### config.mk
export PLATFORM = sky130hd
export DESIGN_NAME = cbdma_engine
export DESIGN_NICKNAME = d
export VERILOG_FILES = /design/src/rtl/cbdma_pkg.sv /design/src/rtl/cbdma_pace.sv /design/src/rtl/cbdma_wtrack.sv /design/src/rtl/cbdma_engine.sv
export SDC_FILE = /design/constraint.sdc
export NUM_CORES = 1
export LEC_CHECK = 0
export BUFFER_PORTS_ARGS = -buffer_cell sky130_fd_sc_hd__buf_2
export CAP_MARGIN = 25
export CORE_ASPECT_RATIO = 2
export CORE_MARGIN = 3
export CORE_UTILIZATION = 54
export CTS_CLUSTER_SIZE = 16
export DETAILED_ROUTE_END_ITERATION = 12
export GPL_ROUTABILITY_DRIVEN = 0
export PLACE_DENSITY = 0.77
export SYNTH_ARGS = -nofsm -noshare
export SYNTH_HDL_FRONTEND = slang
export SYNTH_HIERARCHICAL = 1
export SYNTH_SLANG_ARGS = --single-unit
export TNS_END_PERCENT = 1
### constraint.sdc
create_clock -name clk -period 11.14 [get_ports clk]
set_input_delay 0.557 -clock clk [delete_from_list [all_inputs] [get_ports clk]]
set_output_delay 0.557 -clock clk [all_outputs]
set_load 0.01 [all_outputs]
### src/rtl/cbdma_pkg.sv
package cbdma_pkg;

  localparam int MAP_W  = 5;
  localparam int GAP_W  = 5;

  // info word bit positions (decoded by the channel)
  localparam int B_INT   = 0;
  localparam int B_WRESP = 3;
  localparam int B_DINC  = 4;
  localparam int B_DGATE = 6;
  localparam int B_DIGN  = 7;
  localparam int B_SINC  = 8;
  localparam int B_SGATE = 10;
  localparam int B_SIGN  = 11;
  localparam int MAP_LSB = 16;
  localparam int GAP_LSB = 21;

  typedef enum logic [2:0] {
    ST_IDLE,
    ST_FREQ,
    ST_FWAIT,
    ST_RD,
    ST_RWAIT,
    ST_WR,
    ST_DONE
  } cbdma_state_e;

  typedef struct packed {
    logic             int_en;
    logic             wait_resp;
    logic             d_inc;
    logic             d_gate;
    logic             d_ign;
    logic             s_inc;
    logic             s_gate;
    logic             s_ign;
    logic [MAP_W-1:0] pmap;
    logic [GAP_W-1:0] gap;
  } cb_ctrl_t;

  function automatic cb_ctrl_t decode_info(input logic [31:0] w);
    cb_ctrl_t c;
    c.int_en    = w[B_INT];
    c.wait_resp = w[B_WRESP];
    c.d_inc     = w[B_DINC];
    c.d_gate    = w[B_DGATE];
    c.d_ign     = w[B_DIGN];
    c.s_inc     = w[B_SINC];
    c.s_gate    = w[B_SGATE];
    c.s_ign     = w[B_SIGN];
    c.pmap      = w[MAP_LSB +: MAP_W];
    c.gap       = w[GAP_LSB +: GAP_W];
    return c;
  endfunction

endpackage

### src/rtl/cbdma_pace.sv
module cbdma_pace
  import cbdma_pkg::*;
#(
  parameter int NUM_PREQ = 1 << MAP_W
) (
  input  logic                clk,
  input  logic                rst_n,
  input  logic [NUM_PREQ-1:0] preq,
  input  logic [MAP_W-1:0]    pmap,
  input  logic                s_gate,
  input  logic                d_gate,
  input  logic                gap_load,
  input  logic [GAP_W-1:0]    gap_val,
  output logic                s_ok,
  output logic                d_ok,
  output logic                gap_busy
);

  logic             line_hi;
  logic             ungated;
  logic [GAP_W-1:0] gap_cnt_q;

  assign ungated = (pmap == '0);
  assign line_hi = preq[pmap];
  assign s_ok    = !s_gate || ungated || line_hi;
  assign d_ok    = !d_gate || ungated || line_hi;

  always_ff @(posedge clk) begin
    if (!rst_n)
      gap_cnt_q <= '0;
    else if (gap_load)
      gap_cnt_q <= gap_val;
    else if (gap_cnt_q != '0)
      gap_cnt_q <= gap_cnt_q - 1'b1;
  end

  assign gap_busy = (gap_cnt_q != '0);

  // a freshly loaded nonzero gap must hold off the next cycle
  a_r10_gap_holds: assert property (@(posedge clk) disable iff (!rst_n)
    gap_load && (gap_val != '0) |=> gap_busy);

endmodule

### src/rtl/cbdma_wtrack.sv
module cbdma_wtrack #(
  parameter int MAX_OUTSTANDING = 15
) (
  input  logic clk,
  input  logic rst_n,
  input  logic wr_issue,
  input  logic wr_ack,
  output logic pending,
  output logic full
);

  localparam int CNT_W = $clog2(MAX_OUTSTANDING + 1);
  localparam logic [CNT_W-1:0] CNT_MAX = CNT_W'(MAX_OUTSTANDING);

  logic [CNT_W-1:0] cnt_q;

  always_ff @(posedge clk) begin
    if (!rst_n)
      cnt_q <= '0;
    else
      case ({wr_issue, wr_ack})
        2'b10:   cnt_q <= cnt_q + 1'b1;
        2'b01:   cnt_q <= cnt_q - 1'b1;
        default: cnt_q <= cnt_q;
      endcase
  end

  assign pending = (cnt_q != '0);
  assign full    = (cnt_q == CNT_MAX);

  // an acknowledge never arrives with nothing outstanding
  a_r6_no_underflow: assert property (@(posedge clk) disable iff (!rst_n)
    wr_ack && !wr_issue |-> pending);

  // the issuing side never exceeds the outstanding limit
  a_r6_no_overflow: assert property (@(posedge clk) disable iff (!rst_n)
    wr_issue && !wr_ack |-> !full);

endmodule

### src/rtl/cbdma_engine.sv
module cbdma_engine
  import cbdma_pkg::*;
#(
  parameter bit LITE            = 1'b0,
  parameter int MAX_OUTSTANDING = 15
) (
  input  logic        clk,
  input  logic        rst_n,
  input  logic        start,
  input  logic [31:0] start_addr,
  input  logic        pause,
  input  logic [31:0] preq,
  input  logic        irq_clr,
  output logic        mem_req_valid,
  input  logic        mem_req_ready,
  output logic        mem_req_write,
  output logic [31:0] mem_req_addr,
  output logic [31:0] mem_req_wdata,
  input  logic        mem_rsp_valid,
  input  logic [31:0] mem_rsp_rdata,
  input  logic        mem_wr_ack,
  output logic        busy,
  output logic [31:0] cb_addr,
  output logic        irq_flag,
  output logic        waiting_writes
);

  localparam int NUM_PREQ = 1 << MAP_W;
  localparam int CB_WORDS = 8;
  localparam int IDX_W    = $clog2(CB_WORDS);
  localparam int ALIGN_W  = IDX_W + 2;

  cbdma_state_e     state_q;
  logic [IDX_W-1:0] idx_q;
  logic [31:0]      cb_q, info_q, src_q, dst_q, len_q, next_q, data_q;
  logic [31:0]      len_eff;
  cb_ctrl_t         ctl;
  logic             hold_q, irq_q;
  logic             s_ok, d_ok, gap_busy, wt_pend, wt_full;
  logic             fetch_go, rd_go, wr_go, accept, word_done, blk_done;

  assign ctl = decode_info(info_q);

  generate
    if (LITE) begin : g_len_lite
      assign len_eff = {16'd0, mem_rsp_rdata[15:2], 2'b00};
    end else begin : g_len_full
      assign len_eff = {2'b00, mem_rsp_rdata[29:2], 2'b00};
    end
  endgenerate

  cbdma_pace #(.NUM_PREQ(NUM_PREQ)) u_pace (
    .clk      (clk),
    .rst_n    (rst_n),
    .preq     (preq),
    .pmap     (ctl.pmap),
    .s_gate   (ctl.s_gate),
    .d_gate   (ctl.d_gate),
    .gap_load (word_done),
    .gap_val  (ctl.gap),
    .s_ok     (s_ok),
    .d_ok     (d_ok),
    .gap_busy (gap_busy)
  );

  cbdma_wtrack #(.MAX_OUTSTANDING(MAX_OUTSTANDING)) u_wtrack (
    .clk      (clk),
    .rst_n    (rst_n),
    .wr_issue (accept && mem_req_write),
    .wr_ack   (mem_wr_ack),
    .pending  (wt_pend),
    .full     (wt_full)
  );

  // request launch conditions; a launched request is held until taken
  always_comb begin
    fetch_go  = (state_q == ST_FREQ) && !pause;
    rd_go     = (state_q == ST_RD) && (len_q != '0) && !ctl.s_ign &&
                !gap_busy && !pause && s_ok;
    wr_go     = (state_q == ST_WR) && !ctl.d_ign && !pause && d_ok && !wt_full;
    mem_req_valid = hold_q || fetch_go || rd_go || wr_go;
    accept    = mem_req_valid && mem_req_ready;
    mem_req_write = (state_q == ST_WR);
    case (state_q)
      ST_FREQ: mem_req_addr = cb_q + {{(32-ALIGN_W){1'b0}}, idx_q, 2'b00};
      ST_WR:   mem_req_addr = dst_q;
      default: mem_req_addr = src_q;
    endcase
    mem_req_wdata = data_q;
    word_done = (state_q == ST_WR) && (ctl.d_ign || accept);
    blk_done  = (state_q == ST_DONE) && !pause && !(ctl.wait_resp && wt_pend);
  end

  always_ff @(posedge clk) begin
    if (!rst_n) hold_q <= 1'b0;
    else        hold_q <= mem_req_valid && !mem_req_ready;
  end

  always_ff @(posedge clk) begin
    if (!rst_n) begin
      state_q <= ST_IDLE;
      idx_q   <= '0;
      cb_q    <= '0;
      info_q  <= '0;
      src_q   <= '0;
      dst_q   <= '0;
      len_q   <= '0;
      next_q  <= '0;
      data_q  <= '0;
    end else begin
      case (state_q)
        ST_IDLE: begin
          if (start) begin
            cb_q    <= {start_addr[31:ALIGN_W], {ALIGN_W{1'b0}}};
            idx_q   <= '0;
            state_q <= ST_FREQ;
          end
        end
        ST_FREQ: begin
          if (accept) state_q <= ST_FWAIT;
        end
        ST_FWAIT: begin
          if (mem_rsp_valid) begin
            case (idx_q)
              3'd0:    info_q <= mem_rsp_rdata;
              3'd1:    src_q  <= mem_rsp_rdata;
              3'd2:    dst_q  <= mem_rsp_rdata;
              3'd3:    len_q  <= len_eff;
              3'd5:    next_q <= mem_rsp_rdata;
              default: ;
            endcase
            if (idx_q == IDX_W'(CB_WORDS - 1)) begin
              state_q <= ST_RD;
            end else begin
              idx_q   <= idx_q + 1'b1;
              state_q <= ST_FREQ;
            end
          end
        end
        ST_RD: begin
          if (len_q == '0) begin
            state_q <= ST_DONE;
          end else if (ctl.s_ign) begin
            if (!gap_busy && !pause) begin
              data_q  <= '0;
              state_q <= ST_WR;
            end
          end else if (accept) begin
            state_q <= ST_RWAIT;
          end
        end
        ST_RWAIT: begin
          if (mem_rsp_valid) begin
            data_q  <= mem_rsp_rdata;
            state_q <= ST_WR;
          end
        end
        ST_WR: begin
          if (word_done) begin
            if (ctl.s_inc) src_q <= src_q + 32'd4;
            if (ctl.d_inc) dst_q <= dst_q + 32'd4;
            len_q   <= len_q - 32'd4;
            state_q <= ST_RD;
          end
        end
        ST_DONE: begin
          if (blk_done) begin
            if (next_q == '0) begin
              cb_q    <= '0;
              state_q <= ST_IDLE;
            end else begin
              cb_q    <= {next_q[31:ALIGN_W], {ALIGN_W{1'b0}}};
              idx_q   <= '0;
              state_q <= ST_FREQ;
            end
          end
        end
        default: state_q <= ST_IDLE;
      endcase
    end
  end

  always_ff @(posedge clk) begin
    if (!rst_n)
      irq_q <= 1'b0;
    else if (blk_done && ctl.int_en)
      irq_q <= 1'b1;
    else if (irq_clr)
      irq_q <= 1'b0;
  end

  assign busy           = (state_q != ST_IDLE);
  assign cb_addr        = cb_q;
  assign irq_flag       = irq_q;
  assign waiting_writes = wt_pend;

  // a stalled request is held unchanged
  a_r11_req_hold: assert property (@(posedge clk) disable iff (!rst_n)
    mem_req_valid && !mem_req_ready |=> mem_req_valid && $stable(mem_req_addr) &&
      $stable(mem_req_write) && $stable(mem_req_wdata));

  // an idle channel reports a zero block address
  a_r8_idle_addr_zero: assert property (@(posedge clk) disable iff (!rst_n)
    !busy |-> (cb_addr == '0));

  // a running block address is always 32-byte aligned
  a_r1_cb_aligned: assert property (@(posedge clk) disable iff (!rst_n)
    busy |-> (cb_addr[ALIGN_W-1:0] == '0));

  // no write is offered for a destination-ignore block
  a_r4_no_ignored_write: assert property (@(posedge clk) disable iff (!rst_n)
    mem_req_valid && mem_req_write |-> !ctl.d_ign);

  // a source-ignore block only ever writes zero
  a_r3_zero_data: assert property (@(posedge clk) disable iff (!rst_n)
    mem_req_valid && mem_req_write && ctl.s_ign |-> (mem_req_wdata == '0));

  // a newly offered gated read sees its request line high
  a_r5_read_gated: assert property (@(posedge clk) disable iff (!rst_n)
    mem_req_valid && !hold_q && (state_q == ST_RD) && ctl.s_gate &&
      (ctl.pmap != '0) |-> preq[ctl.pmap]);

  // pause stops any new request from being offered
  a_r12_pause_quiet: assert property (@(posedge clk) disable iff (!rst_n)
    pause && !hold_q |-> !mem_req_valid);

endmodule

Yosys cells after proc, flatten, opt, wreduce, memory -nomap -nowiden --
Index checks and enable logic that the tools add are counted.
Storage, ports and cells: logic and storage cells 165, flip-flop bits (word level) 235
Operators by class: muxes and demuxes 50, reduce and logical (&&, ||, !) cells 61, order comparisons 1, eq/ne operators 32, $add $sub $neg 8
Operator list (count):
- 32-bit two-way mux | 18
- 32-bit one-hot mux with 2 select lines | 6
- 32-bit by 3-bit adder with 32-bit output, second input constant | 2
- 32-bit zero test | 2
- 3-bit two-way mux | 15
- 32-bit by 5-bit adder with 32-bit output | 1
- 32-bit nonzero test | 1
- 32-bit by 3-bit subtractor with 32-bit output, second input constant | 1
- 3-bit one-hot mux with 7 select lines | 1
- 1-bit logical AND | 19
- 2-bit != test, second input constant | 9
- 3-bit equality test, second input constant | 5
- 5-bit AND reduction | 3
- 2-bit by 1-bit != test with 1-bit output, second input constant | 7
- 3-bit by 2-bit equality test with 1-bit output, second input constant | 4
- 2-bit nonzero test | 6
- 5-bit two-way mux | 2
- 1-bit zero test | 9
- 3-bit one-hot mux with 3 select lines | 1
- 3-bit AND reduction | 3
- 1-bit logical OR | 8
- 4-bit one-hot mux with 2 select lines | 1
- 8-bit AND reduction | 1
- 3-bit by 1-bit equality test with 1-bit output, second input constant | 2
- 20 further kinds | 25

Longest topological paths before layout --
depth in word-level cells 13, depth in mapped cells 19, depth with buffers taken out 17

Cells and area by module --
Netlist, hierarchy kept.
Modules (own cells, without submodules):
- cbdma_engine | area each 10826.6 um^2, cells an instance 1360, times used 1
- cbdma_pace | area each 626.9 um^2, cells an instance 78, times used 1
- cbdma_wtrack | area each 282.8 um^2, cells an instance 32, times used 1

Worst setup path before layout --
Ideal clock, no wire load.
kind reg-to-reg, start point register info_q[17], end point register u_wtrack.cnt_q[2], stages on the path, launching flop included 20, path buffers 2, period minus slack after synthesis 3.661 ns, data required time 11.070 ns, data arrival time 3.591 ns, library setup time 0.070 ns, slack 7.479 ns, cells stage by stage dfxtp_1 -> buf_6 -> buf_12 -> mux2i_1 -> a22oi_2 -> a21oi_1 -> or4_1 -> nand3b_1 -> nor4b_1 -> nand3_1 -> o32a_2 -> a21oi_1 -> inv_1 -> ha_1 -> xor2_1 -> ha_1 -> a21oi_1 -> xor2_1 -> or3_1 -> a21boi_1
On the way: longest elaborated chain between the ends 10
Ends and longest elaborated chain:
- start, declared | RTL line cbdma_engine.sv:35 | logic [31:0] cb_q, info_q, src_q, dst_q, len_q, next_q, data_q;
- start signal, assigned | RTL line cbdma_engine.sv:125 | 3'd0: info_q <= mem_rsp_rdata;
- 1-bit binary-select mux with 5-bit select or 5-bit zero test (tied branches) | RTL line cbdma_pace.sv:24, cbdma_pace.sv:23
- 1-bit two-way mux (not written as such) or 1-bit logical OR (tied branches) | RTL line cbdma_pace.sv:24, cbdma_pace.sv:25
- 1-bit logical OR (*) | RTL line cbdma_pace.sv:25 | assign s_ok = !s_gate || ungated || line_hi;
- net s_ok | RTL line cbdma_engine.sv:39 | logic s_ok, d_ok, gap_busy, wt_pend, wt_full;
- 1-bit logical AND (*) | RTL line cbdma_engine.sv:79 | !gap_busy && !pause && s_ok;
- 1-bit logical OR (*) (2 in a row) | RTL line cbdma_engine.sv:81 | mem_req_valid = hold_q || fetch_go || rd_go || wr_go;
- 1-bit logical AND (*) | RTL line cbdma_engine.sv:82 | accept = mem_req_valid && mem_req_ready;
- 1-bit logical AND (*) | RTL line cbdma_engine.sv:69 | .wr_issue (accept && mem_req_write),
- 2-bit by 1-bit equality test with 1-bit output or 2-bit equality test (tied branches) | RTL line cbdma_wtrack.sv:21 | case ({wr_issue, wr_ack})
- 4-bit one-hot mux with 2 select lines or 2-bit nonzero test (tied branches)
- end signal, assigned | RTL line cbdma_wtrack.sv:22 | 2'b10: cnt_q <= cnt_q + 1'b1;
- end signal, assigned | RTL line cbdma_wtrack.sv:23 | 2'b01: cnt_q <= cnt_q - 1'b1;
- end signal, assigned | RTL line cbdma_wtrack.sv:24 | default: cnt_q <= cnt_q;
- end, declared | RTL line cbdma_wtrack.sv:15 | logic [CNT_W-1:0] cnt_q;
Mark *: on every way through the listed nets, which the timed path passes. The rest lies on a longest branch. The select of a mux whose other input is x is not followed. A chain may end at the register's enable or synchronous reset.

Final worst setup path --
start point register info_q[17], end point register src_q[18]
On the way: longest elaborated chain between the ends 11
Ends and longest elaborated chain:
- 1-bit binary-select mux with 5-bit select or 5-bit zero test (tied branches) | RTL line cbdma_pace.sv:24, cbdma_pace.sv:23
- 1-bit two-way mux (not written as such) or 1-bit logical OR (tied branches) | RTL line cbdma_pace.sv:24, cbdma_pace.sv:25
- 1-bit logical OR (*) | RTL line cbdma_pace.sv:25
- net s_ok | RTL line cbdma_engine.sv:39
- 1-bit logical AND (*) | RTL line cbdma_engine.sv:79
- 1-bit logical OR (*) (2 in a row) | RTL line cbdma_engine.sv:81
- 1-bit logical AND (*) | RTL line cbdma_engine.sv:82
- 1-bit logical OR (*) | RTL line cbdma_engine.sv:90 | word_done = (state_q == ST_WR) && (ctl.d_ign || accept);
- 1-bit logical AND (*) | RTL line cbdma_engine.sv:90
- 2-bit by 1-bit != test with 1-bit output (no line) (*)
- 5-bit AND reduction (no line) (*)
- end signal, assigned | RTL line cbdma_engine.sv:126 | 3'd1: src_q <= mem_rsp_rdata;
- end signal, assigned | RTL line cbdma_engine.sv:160 | if (ctl.s_inc) src_q <= src_q + 32'd4;
- end, declared | RTL line cbdma_engine.sv:35
Marks and branches as above.

==> results.py <==
metrics = {
    "cts": {
        "cts_hold_buf": 0,
        "cts_inserted_buffers": 20,
        "cts_setup_buffers": 0,
        "ctsResizeCount": 0,
        "clockBufferDepth": 3,
        "htreeDepth": 1,
        "numClockSinks": 220,
        "clk_latency_ps": 510,
        "cts_tree": "yes",
        "root_buffer": "clkbuf_16",
        "clk_pin_slew_ps": 70,
    },
    "logic_synthesis": {
        "synthCells": 1470,
        "yosysTopAreaCellShare_pct": 37.5,
        "ys.flop_type": "dfxtp_1",
        "ys_seq_area_share_pct": 37.5,
        "ys.warnings.count": 6,
        "synth.area.top_cells": "dfxtp_1 38%, nand2_1 8.0%, mux2i_1 6.5%",
        "synth_edf_count": 0,
        "avgSynthCellArea_sq_um": 7.98,
        "synth_area_sq_um": 11700,
        "synthArstFlopShare_pct": 0,
        "synth_top_cell_by_area": "dfxtp_1",
        "synth_seq_cells": 220,
        "yosysUniqueCellTypes": 91,
    },
    "grt": {
        "grtUsageTotal_pct": 33.4,
        "grt_max_degree": 79,
        "grt_pass1_vias": 11686,
        "overflow": 0,
        "grt_pass1_wl_um": 62600,
        "antenna_found_initial": 0,
    },
    "worst_setup_path": {
        "start_kind": "flip-flop",
        "setup.worst_path.class": "reg2reg",
        "r2r_cells": 12,
        "required_ps": 11550,
        "reg2reg_setup_slack_ps": 6070,
        "crit_arrival_ps": 5480,
        "cp-end-kind": "flip-flop",
        "critPathMaxFanout": 18,
        "timing.rr.start": "info_q[17]",
        "setup.worst_path.start": "info_q[17]",
        "crit-reg2reg-capture": "src_q[18]",
    },
    "floorplan": {
        "start_util_pct": 55.3,
        "core_area_sq_um": 21200,
        "fp.dieH_um": 214,
        "die_w_um": 110,
        "ioPinCount": 205,
        "die_area_sq_um": 23600,
        "fp-row-count": 75,
    },
    "hold_path": {
        "min-delay-start": "mem_req_ready",
        "min_to": "hold_q",
        "whs_path_depth": 2,
        "hold_class": "in2reg",
    },
    "drt": {
        "wl_per_cell_um": 21.5,
        "drcViolationCount": 0,
        "vias": 12230,
        "postRouteAntennaNets": 0,
        "viasPerCell": 6.47,
        "dr.pass1.iters": 6,
        "drt_iter0_drc": 1207,
        "routed_wirelength_um": 40500,
    },
    "timing": {
        "finalMaxSlewViolations": 0,
        "final_hold_viol_count": 0,
        "rsz0062_at_grt": "false",
        "setup_tns_ps": 0,
        "post-route-period-util_pct": 45.5,
        "setup_viol": 0,
        "period_needed_ps": 5070,
        "fmaxAchievable_mhz": 197,
        "skew_ps": 13.0,
        "worst_slew_pin_slew_ps": 1020,
        "slew_headroom_pct": 31.5,
    },
    "finish": {
        "utilization_pct": 63.7,
        "diodes": 0,
        "drive_gt1_share_pct": 18.1,
        "final_common_cell": "nand2_1",
        "n_fill_cell": 1934,
        "synthToLayoutAreaGrowth_pct": 15.0,
        "layout_common_cells": "249 x nand2_1, 219 x dfxtp_1, 194 x buf_2, 129 x a21oi_1, 107 x nor2_1",
        "nets": 1723,
    },
    "placement": {
        "port_buffers": 194,
        "hpwl_um": 29100,
    },
    "power_and_ir_drop": {
        "ir_drop_v": 0.000116,
        "total_power_mw": 1.94,
        "p_leak_nw": 5.36,
        "p_per_area_nw_per_um2": 144,
    },
    "status": {
        "status": "complete, no violations",
    },
    "job": {
        "max_cap_violations": 0,
    },
}
cells in the mapped netlist (23+ instances only):
| cell type | instances |
|---|---|
| a21oi_1 | 130 |
| a211oi_1 | 36 |
| a22o_1 | 38 |
| dfxtp_1 | 220 |
| nand3_1 | 53 |
| nor2_1 | 109 |
| mux2i_1 | 76 |
| nand2_1 | 250 |
| o21ai_0 | 92 |
| clkbuf_1 | 63 |
| inv_1 | 23 |
worst max-delay path: stages (launching register included):
cell and delay, ps:
dfxtp_1 910, mux2i_1 170, a22oi_1 250, a21oi_1 110, or4_1 610, nand3b_1 150
nor4b_1 350, nand3_1 160, o32a_2 280, and3_1 350, o21ai_1 860, nand2_1 430
o32ai_1 350
kinds of logic after synthesis:
kind of cell | share of synthesized area, %
mux | 6.77
fa+ha+maj | 1.39
other cells | 0.0320
flops | 37.5
xor+xnor | 0.448
compound gates | 25.7
simple gates | 23.6
buf+inv | 4.55
worst max-delay path by stage:
stage | end | depth (start not counted)
4_1_cts | src_q[18] | 12
6_report | src_q[18] | 12
3_3_place_gp | src_q[18] | 12
3_5_place_dp | src_q[18] | 12
2_1_floorplan | u_wtrack/cnt_q[2] | 19
5_1_grt | src_q[18] | 12
registers in the layout (all words and copies together), names as in the netlist:
register          cells
dst_q                32
mem_req_wdata        32
next_q               32
src_q                32
len_q                30
cb_addr              27
info_q               18
u_pace/gap_cnt_q      5
u_wtrack/cnt_q        4
idx_q                 3
state_q               3
hold_q                1
irq_flag              1
where the power goes:
group	total [mW]	switching, mW	internal, mW
combinational	0.314	0.193	0.121
clock	0.769	0.308	0.461
sequential	0.857	0.0351	0.822
layer usage:
| metal | wire length, um | GRT usage [%] | part of all wire (%) | vias to the layer above |
|---|---|---|---|---|
| met4 | 3660 | 25.1 | 9.0 | 0 |
| met1 | 14000 | 37.3 | 35 | 5690 |
| met2 | 19700 | 55.9 | 49 | 684 |
| met5 | 0 | 0 | 0 | - |
| met3 | 3100 | 4.73 | 7.6 | 195 |
| li1 | - | - | - | 5661 |
final cells by class:
cell class / instances / area [sq um] / share of cell area [%]
flip-flops and latches: 220 / 4410 / 32.6
inverters: 24 / 91.3 / 0.677
well taps: 269 / 337 / 2.49
multi-input cells: 1129 / 6830 / 50.6
clock buffers: 31 / 633 / 4.69
clock inverters: 5 / 100 / 0.741
repair buffers: 211 / 1100 / 8.14
metrics by stage:
step	cells	hold slack [ps]	setup slack [ps]	area, sq um
final	1889	259	6070	13500
after global routing	1889	266	5690	13500
after CTS	1889	249	6150	13500
after detailed placement	1853	446	6150	12800
after global placement	1853	442	6180	12800
after floorplan	1474	436	7480	11800
(Power assumes the default switching activity.)
